File: src/rtl/phymgmt_pkg.sv
package phymgmt_pkg;
  localparam int PHY_AW = 5;
  localparam int REG_AW = 5;
  localparam int DATA_W = 16;
  localparam int CMD_W  = PHY_AW + REG_AW + 1;

  // Field order matches the command word: PHY address high, direction in bit 0.
  typedef struct packed {
    logic [PHY_AW-1:0] phy;
    logic [REG_AW-1:0] regn;
    logic              wr;
  } mgmt_cmd_t;

  typedef enum logic [0:0] {
    ST_IDLE = 1'b0,
    ST_WAIT = 1'b1
  } mgmt_state_e;

  localparam logic [DATA_W-1:0] NO_PHY_DATA = '1;
endpackage

File: src/rtl/phymgmt_rst_sync.sv
module phymgmt_rst_sync #(
  parameter int STAGES = 2
) (
  input  logic clk,
  input  logic rst_n_in,
  output logic rst_n_out
);
  logic [STAGES-1:0] chain_q;
  logic [STAGES-1:0] chain_d;

  always_comb begin
    chain_d = {chain_q[STAGES-2:0], 1'b1};
  end

  always_ff @(posedge clk or negedge rst_n_in) begin
    if (!rst_n_in) begin
      chain_q <= '0;
    end else begin
      chain_q <= chain_d;
    end
  end

  assign rst_n_out = chain_q[STAGES-1];
endmodule

File: src/rtl/phymgmt_timeout.sv
module phymgmt_timeout #(
  parameter int LIMIT = 64
) (
  input  logic clk,
  input  logic rst_n,
  input  logic run,
  output logic expired
);
  localparam int            CW   = (LIMIT > 1) ? $clog2(LIMIT) : 1;
  localparam logic [CW-1:0] LAST = CW'(LIMIT - 1);

  logic [CW-1:0] cnt_q;
  logic [CW-1:0] cnt_d;
  logic          cnt_en;

  always_comb begin
    cnt_en = run | (cnt_q != '0);
    cnt_d  = run ? cnt_q + 1'b1 : '0;
  end

  always_ff @(posedge clk or negedge rst_n) begin
    if (!rst_n) begin
      cnt_q <= '0;
    end else if (cnt_en) begin
      cnt_q <= cnt_d;
    end
  end

  assign expired = run & (cnt_q == LAST);
endmodule

File: src/rtl/phymgmt_seq.sv
module phymgmt_seq
  import phymgmt_pkg::*;
(
  input  logic              clk,
  input  logic              rst_n,
  input  logic              launch,
  input  logic              ack,
  input  logic              present,
  input  logic [DATA_W-1:0] rdata,
  input  logic              op_wr,
  input  logic              expired,
  output logic              busy,
  output logic              req,
  output logic              timer_run,
  output logic              rd_load,
  output logic [DATA_W-1:0] rd_value
);
  mgmt_state_e state_q;
  mgmt_state_e state_d;
  logic        ack_hit;
  logic        finish;

  always_comb begin
    ack_hit  = (state_q == ST_WAIT) & ack;
    finish   = (state_q == ST_WAIT) & (ack | expired);
    rd_load  = finish & ~op_wr;
    rd_value = (ack_hit & present) ? rdata : NO_PHY_DATA;
    state_d  = state_q;
    unique case (state_q)
      ST_IDLE: if (launch) state_d = ST_WAIT;
      ST_WAIT: if (finish) state_d = ST_IDLE;
      default: state_d = ST_IDLE;
    endcase
  end

  always_ff @(posedge clk or negedge rst_n) begin
    if (!rst_n) begin
      state_q <= ST_IDLE;
    end else begin
      state_q <= state_d;
    end
  end

  assign busy      = (state_q == ST_WAIT);
  assign req       = (state_q == ST_WAIT);
  assign timer_run = (state_q == ST_WAIT) & ~ack;
endmodule

File: src/rtl/phymgmt_cmd_regs.sv
module phymgmt_cmd_regs
  import phymgmt_pkg::*;
(
  input  logic              clk,
  input  logic              rst_n,
  input  logic              launch,
  input  logic [CMD_W-1:0]  addr_wdata,
  input  logic              data_wr,
  input  logic [DATA_W-1:0] data_wdata,
  input  logic              busy,
  input  logic              rd_load,
  input  logic [DATA_W-1:0] rd_value,
  output mgmt_cmd_t         cmd_q,
  output logic [DATA_W-1:0] data_q
);
  mgmt_cmd_t         cmd_d;
  logic              cmd_en;
  logic [DATA_W-1:0] data_d;
  logic              data_en;

  always_comb begin
    cmd_en  = launch;
    cmd_d   = mgmt_cmd_t'(addr_wdata);
    data_en = rd_load | (data_wr & ~busy);
    data_d  = rd_load ? rd_value : data_wdata;
  end

  always_ff @(posedge clk or negedge rst_n) begin
    if (!rst_n) begin
      cmd_q <= '0;
    end else if (cmd_en) begin
      cmd_q <= cmd_d;
    end
  end

  always_ff @(posedge clk or negedge rst_n) begin
    if (!rst_n) begin
      data_q <= '0;
    end else if (data_en) begin
      data_q <= data_d;
    end
  end
endmodule

File: src/rtl/phymgmt_requester.sv
module phymgmt_requester
  import phymgmt_pkg::*;
#(
  parameter int TIMEOUT_CYC = 64
) (
  input  logic              clk,
  input  logic              rst_n,
  input  logic              addr_wr,
  input  logic [CMD_W-1:0]  addr_wdata,
  input  logic              data_wr,
  input  logic [DATA_W-1:0] data_wdata,
  output logic [CMD_W-1:0]  addr_q,
  output logic [DATA_W-1:0] data_q,
  output logic              busy,
  output logic              mgmt_req,
  output logic              mgmt_we,
  output logic [PHY_AW-1:0] mgmt_phy,
  output logic [REG_AW-1:0] mgmt_reg,
  output logic [DATA_W-1:0] mgmt_wdata,
  input  logic              mgmt_ack,
  input  logic [DATA_W-1:0] mgmt_rdata,
  input  logic              mgmt_present
);
  logic              rst_n_sync;
  logic              launch;
  logic              busy_i;
  logic              timer_run;
  logic              expired;
  logic              rd_load;
  logic [DATA_W-1:0] rd_value;
  mgmt_cmd_t         cmd;

  phymgmt_rst_sync #(.STAGES(2)) u_rst (
    .clk       (clk),
    .rst_n_in  (rst_n),
    .rst_n_out (rst_n_sync)
  );

  assign launch = addr_wr & ~busy_i;

  phymgmt_cmd_regs u_regs (
    .clk        (clk),
    .rst_n      (rst_n_sync),
    .launch     (launch),
    .addr_wdata (addr_wdata),
    .data_wr    (data_wr),
    .data_wdata (data_wdata),
    .busy       (busy_i),
    .rd_load    (rd_load),
    .rd_value   (rd_value),
    .cmd_q      (cmd),
    .data_q     (data_q)
  );

  phymgmt_seq u_seq (
    .clk       (clk),
    .rst_n     (rst_n_sync),
    .launch    (launch),
    .ack       (mgmt_ack),
    .present   (mgmt_present),
    .rdata     (mgmt_rdata),
    .op_wr     (cmd.wr),
    .expired   (expired),
    .busy      (busy_i),
    .req       (mgmt_req),
    .timer_run (timer_run),
    .rd_load   (rd_load),
    .rd_value  (rd_value)
  );

  phymgmt_timeout #(.LIMIT(TIMEOUT_CYC)) u_tmo (
    .clk     (clk),
    .rst_n   (rst_n_sync),
    .run     (timer_run),
    .expired (expired)
  );

  assign busy       = busy_i;
  assign addr_q     = cmd;
  assign mgmt_we    = cmd.wr;
  assign mgmt_phy   = cmd.phy;
  assign mgmt_reg   = cmd.regn;
  assign mgmt_wdata = data_q;
endmodule

File: config.mk
export PLATFORM = sky130hd
export DESIGN_NAME = phymgmt_requester
export DESIGN_NICKNAME = d
export VERILOG_FILES = /design/src/rtl/phymgmt_pkg.sv /design/src/rtl/phymgmt_rst_sync.sv /design/src/rtl/phymgmt_timeout.sv /design/src/rtl/phymgmt_seq.sv /design/src/rtl/phymgmt_cmd_regs.sv /design/src/rtl/phymgmt_requester.sv
export SDC_FILE = /design/constraint.sdc
export NUM_CORES = 1
export LEC_CHECK = 0
export ABC_AREA = 1
export BUFFER_PORTS_ARGS = -buffer_cell sky130_fd_sc_hd__buf_4
export CORE_ASPECT_RATIO = 0.7
export CORE_MARGIN = 2
export CORE_UTILIZATION = 40
export CTS_CLUSTER_SIZE = 28
export DETAILED_ROUTE_END_ITERATION = 10
export HOLD_SLACK_MARGIN = 0.02
export PLACE_DENSITY_LB_ADDON = 0.08
export SLEW_MARGIN = 20
export SYNTH_ARGS = -nofsm -noshare
export SYNTH_HDL_FRONTEND = slang
export SYNTH_SLANG_ARGS = --single-unit
File: constraint.sdc
create_clock -name clk -period 1.83 [get_ports clk]
set_clock_uncertainty 0.2 [all_clocks]
set_input_delay 0.183 -clock clk [delete_from_list [all_inputs] [get_ports clk]]
set_output_delay 0.183 -clock clk [all_outputs]
set_load 0.02 [all_outputs]
==> flow_summary_export.csv, run 1 <==
group,metric,value,unit
sta,relSlewSlack,64.3,%
layout,nFillCells,440,
worst_hold_path,worstHoldPathType,"in2reg",
floorplanning,die_h,63.1,um
sta,fin_crit_sh,91.1,%
logic_synthesis,synth_compound_gate_area_share,3.44,%
logic_synthesis,yosysUniqueCellTypes,20,
layout,n_antenna_cell,0,
critical_path,crit_start,"u_tmo.cnt_q[1]",
power,leakage,0.00162,uW
clocking,clk-insertion-delay-late,0.28,ns
logic_synthesis,synth_seq_area_share,45.1,%
clocking,htree_levels,2,
logic_synthesis,synthCells,235,
route,dr.pass1.iters,4,
worst_hold_path,min_from,"mgmt_rdata[2]",
logic_synthesis,synthXorXnorAreaFrac,0,%
floorplanning,io_pins,105,
layout,nets,400,
sta,maxSlewViolCount,0,
route,viasPerCell,4.54,
clocking,clockBufferDepth,2,
route,ant_nets,0,
clocking,post-cts-setup-buffer-count,0,
power,total_power,3320,uW
critical_path,r2r_start,"u_tmo.cnt_q[1]",
clocking,cts_sinks,36,
sta,hold_viol,0,
sta,layout_setup_ws,0.162,ns
global_routing,grt_max_degree,28,
critical_path,worst-path-max-fanout,16,
placement,pre_cts_slack,0.164,ns
layout,final_cell_mix,"buf_4 (111), nand3_1 (50), nand2_1 (38)",
logic_synthesis,avgSynthCellArea,8.50,um^2
clocking,ctsRootBufferMaster,"clkbuf_8",
critical_path,path_class,"reg2reg",
floorplanning,coreArea,4780,um^2
logic_synthesis,synth-seq-cells,36,
logic_synthesis,muxShareOfSynthArea,6.20,%
global_routing,antenna_found_initial,0,
logic_synthesis,yosys.area_share.adder,1.25,%
critical_path,worst_ep_arrival_time,1.65,ns
sta,fin_crit,1.67,ns
sta,fmax,600,MHz
sta,rsz0062_at_grt,"no",
placement,dpl.hpwl,3.54,mm
route,vias,1902,
logic_synthesis,yosys_warnings,0,
route,drt_iter0_markers,92,
global_routing,grt_pass1_wl,8.56,mm
route,drt-total-wl,5.10,mm
global_routing,grt.total_usage,19.4,%
layout,synthToLayoutAreaGrowth,55.6,%
clocking,cts_buffers,5,
clocking,cts_tree,"yes",
logic_synthesis,synth_top_family_by_area,"simple AND/OR/NAND/NOR gates",
logic_synthesis,netlist_area,2000,um^2
global_routing,grt_pass1_vias,1880,
critical_path,required,1.81,ns
critical_path,cp-end-kind,"flop",
floorplanning,dieWidth,88.5,um
power,p_per_area,1070,nW/um^2
clocking,clkTransAtPathRegs,0.08,ns
route,wl_per_cell,12.2,um
power,ir_drop,0.000459,V
logic_synthesis,synth_nets,286,
layout,drive_above_1_share,39.1,%
sta,tns,0,ns
logic_synthesis,synth-simple-area-share,26.2,%
status,status,"finished clean",
critical_path,start_kind,"flop",
route,route.detailed.drc,0,
placement,io_buffers,104,
layout,final_common_cell,"buf_4",
floorplanning,start_util,41.8,%
layout,fin_util,65.0,%
floorplanning,rows,21,
sta,setup_viol,0,
job,max-cap-violations,0,
global_routing,overflow,0,
floorplanning,dieArea,5590,um^2
sta,tightest_slew,0.534,ns
sta,timing.hold.ws,0.0328,ns
placement,gp_congestion,0.785,
[critical path, cell delays in order, from the launching register on]
cell and delay, ns:
dfrtp_1 0.38, ha_1 0.21, nand3_2 0.12, o21bai_4 0.16, buf_4 0.24, nand3_1 0.10, nand3_1 0.10, nand2_1 0.05
[cell type report]
type	count	area, um^2	share of cell area [%]
well taps	69	86.3	2.78
clock inverters	3	42.5	1.37
inverters	22	82.6	2.66
multi-input cells	140	744	23.9
flip-flops and latches	36	901	29.0
repair buffers	144	1180	38.1
clock buffers	5	68.8	2.21
[synth_stat cells, drive strengths merged]
cell type / number / area (um^2)
buf: 35 / 263
a21oi: 4 / 20.0
mux2: 11 / 124
clkbuf: 2 / 7.51
nor3: 2 / 10.0
inv: 22 / 82.6
nand2: 40 / 165
conb: 1 / 3.75
ha: 2 / 25.0
nand3: 51 / 260
nor2: 21 / 81.3
o21ai: 6 / 30.0
dfrtp: 36 / 901
nand4: 1 / 6.26
o21bai: 1 / 18.8
[kinds of logic (layout without fill, tap and decap cells)]
group                    after synthesis  after routing
buffers and inverters                 59            174
multiplexers                          11             11
other                                  1              1
adder cells (fa/ha/maj)                2              2
AND/OR/NAND/NOR                      115            115
flip-flops                            36             36
AO/OA/AOI/OAI                         11             11
[metrics by stage]
step | instance area [um^2] | cells
floorplan | 2000 | 235
global placement | 2690 | 380
detailed placement | 2690 | 380
CTS | 3110 | 419
global route | 3110 | 419
finish | 3110 | 419
[worst paths after layout]
kind	end	slack, ns	depth (start not counted)
worst max-delay path	u_regs.data_q[0]	0.16	7
worst min-delay path	u_regs.data_q[2]	0.03	5
worst max register to register	u_regs.data_q[0]	0.16	7
worst min register to register	u_regs.data_q[7]	0.04	1
max in group asynchronous	u_regs.cmd_q[3]	0.64	1
min in group asynchronous	u_regs.data_q[7]	0.04	1
[layer usage]
layer	vias to the layer above	routed length [um]	track usage, %
li1	952	-	-
met1	887	2350	26.6
met2	58	2410	30.9
met3	5	308	4.72
met4	0	38	4.36
met5	-	0	0
[state kept, by name, indices dropped and copies added (netlist names)]
register / cells
u_rst.chain_q: 2
u_tmo.cnt_q: 6
u_regs.data_q: 16
u_seq.busy: 1
u_regs.cmd_q: 11
[report_power, final]
part	switching (uW)	leakage, uW	total [uW]	internal [uW]
Clock	291	0.0000541	694	403
Combinational	807	0.00113	1490	685
Sequential	159	0.000440	1140	979
[timing repair]
item | CTS | global route
endpoints found under the setup margin | 0 | 0
gates resized for setup | 0 | 0
endpoints found under the hold margin | 36 | 0
hold buffers | 31 | 0
(Power assumes the default switching activity.)
==> inputs of run 2 (changes only) <==
clock period = 1.5 ns   (was 1.83 ns; I/O delays follow)
==> run 2 against run 1 <==
The run now ends with setup timing left. Cell area rose by 9.6%. Via count rose by 6.8%. Hold slack got worse by 0.025 ns. Highest routed layer unchanged. Utilization rose by 6.2 points. Largest cell class unchanged. Sequential power rose by 24%. Non-clock buffer count rose by 26. Die area did not move. Fmax rose by 5.8%.
==> flow_summary_export.csv, run 2 (synthesis gave the netlist of run 1 again) <==
group,metric,value,unit
status,status,"finished, violations left",
status,violations,"setup timing",
placement,dpl_cell_area,2790,um^2
clocking,clk-insertion-delay-late,0.29,ns
route,dr.pass1.iters,4,
sta,layout_setup_ws,-0.0771,ns
floorplanning,start_util,41.8,%
layout,largest_reg_flops,16,
floorplanning,die_h,63.1,um
sta,timing.hold.ws,0.00780,ns
critical_path,r2r-end,"u_regs.data_q[12]",
route,met2RoutedLength,2.83,mm
layout,nFillCells,380,
floorplanning,dieArea,5590,um^2
layout,n_antenna_cell,0,
critical_path,worst-path-max-fanout,16,
floorplanning,dieWidth,88.5,um
sta,maxSlewViolCount,0,
route,viasPerCell,4.57,
layout,synthToLayoutAreaGrowth,70.5,%
layout,drive_above_1_share,41.8,%
placement,gp_congestion,0.827,
layout,final_common_cell,"buf_4",
route,dr.max_layer_used,"met4",
placement,io_buffers,104,
route,route.detailed.drc,0,
global_routing,grt_pass1_vias,1970,
critical_path,path_class,"reg2reg",
layout,top_regs,"u_regs.data_q x16, u_regs.cmd_q x11, u_tmo.cnt_q x6",
layout,fin_util,71.2,%
global_routing,grt.total_usage,21.3,%
floorplanning,rows,21,
critical_path,cp-end-kind,"flop",
critical_path,start_kind,"flop",
route,wl_per_cell,12.7,um
power,leakage,0.00175,uW
route,ant_nets,0,
critical_path,required,1.48,ns
route,wl_met1,2.42,mm
global_routing,overflow,0,
critical_path,r2r_slack,-0.08,ns
placement,pre_cts_slack,-0.0671,ns
sta,setup_viol,16,
floorplanning,io_pins,105,
layout,final_cell_mix,"buf_4 (120), nand3_1 (49), dlygate4sd3_1 (45)",
clocking,cts_tree,"yes",
critical_path,r2r_start,"u_tmo.cnt_q[0]",
global_routing,grt_max_degree,21,
sta,rsz0062_at_grt,"yes",
worst_hold_path,hold_end,"u_regs.data_q[8]",
route,wl_met3,324,um
clocking,cts_sinks,36,
global_routing,grt_pass1_wl,9.16,mm
sta,fin_crit,1.58,ns
clocking,clkTransAtPathRegs,0.07,ns
sta,fmax,634,MHz
worst_hold_path,worstHoldPathType,"in2reg",
job,max-cap-violations,0,
route,drt-total-wl,5.64,mm
power,total_power,4090,uW
critical_path,reg2reg_depth,8,
placement,dpl.hpwl,3.76,mm
worst_hold_path,min_from,"mgmt_rdata[8]",
clocking,clockBufferDepth,2,
sta,hold_viol,0,
global_routing,antenna_found_initial,0,
worst_hold_path,worstHoldPathCells,5,
route,drt_iter0_markers,122,
critical_path,worst_ep_arrival_time,1.56,ns
clocking,cts_buffers,5,
layout,fin_area,3410,um^2
route,vias,2032,
layout,largest-register,"u_regs.data_q",
power,p_per_area,1200,nW/um^2
clocking,htree_levels,2,
layout,nets,426,
sta,fin_crit_sh,105,%
power,ir_drop,0.000807,V
clocking,ctsRootBufferMaster,"clkbuf_8",
floorplanning,coreArea,4780,um^2
==> run 2: changes by cell type in the layout (fill, tap and decap cells not counted), moves of 2 or more <==
cell           previous run  this run
buf_4                   111       120
clkbuf_1                  0         2
nand2_1                  38        32
dlygate4sd3_1            31        45
nand2_2                   0         6
==> run 2: final cells by class <==
type                            instances  area [um^2]  share of cell area (%)
Clock buffer                            8         90.1                    2.64
Inverter                               22         82.6                    2.42
Multi-Input combinational cell        140          798                    23.4
Sequential cell                        36          902                    26.5
Tap cell                               69         86.3                    2.53
Timing Repair Buffer                  170         1450                    42.5
==> run 2: worst max-delay path by stage <==
| stage | from | end | cells past startpoint |
|---|---|---|---|
| floorplan | u_tmo.cnt_q[0] | u_regs.data_q[10] | 8 |
| global placement | u_tmo.cnt_q[1] | u_regs.data_q[8] | 8 |
| detailed placement | u_tmo.cnt_q[0] | u_regs.data_q[8] | 8 |
| CTS | u_tmo.cnt_q[0] | u_regs.data_q[8] | 8 |
| finish | u_tmo.cnt_q[0] | u_regs.data_q[12] | 8 |
| global route | u_tmo.cnt_q[0] | u_regs.data_q[8] | 8 |
==> run 2: timing repair <==
| item | 4_1_cts | 5_1_grt |
|---|---|---|
| gates resized for setup | 5 | 7 |
| cloned | 0 | 1 |
| buffers inserted | 0 | 1 |
| hold buffers | 44 | 1 |
| endpoints found under the setup margin | 17 | 18 |
| pin swaps | 0 | 0 |
| hold endpoints to repair | 43 | 1 |
==> run 2: stage by stage <==
step | setup TNS (ns) | std cells
after floorplan | -0.651 | 235
final | -1.05 | 445
after global placement | -0.402 | 390
after CTS | -0.622 | 442
after detailed placement | -0.723 | 390
after global routing | -2.42 | 445
==> run 2: where the power goes <==
part / switching, uW / total, uW / internal (uW)
registers: 212 / 1410 / 1200
logic: 1040 / 1980 / 940
clock network: 330 / 704 / 374
==> run 2: worst max-delay path, stage by stage (launching register included) <==
cell      delay [ns]
dfrtp_1         0.41
ha_4            0.17
nand3_4         0.07
o21bai_4        0.16
buf_6           0.12
buf_12          0.13
nand3_1         0.08
nand3_1         0.09
nand2_1         0.05
==> run 2: metal layers <==
| layer | up-vias | global-route usage (%) |
|---|---|---|
| met2 | 76 | 35.2 |
| met5 | - | 0 |
| met3 | 7 | 4.33 |
| met4 | 0 | 7.95 |
| met1 | 937 | 27.6 |
| li1 | 1012 | - |
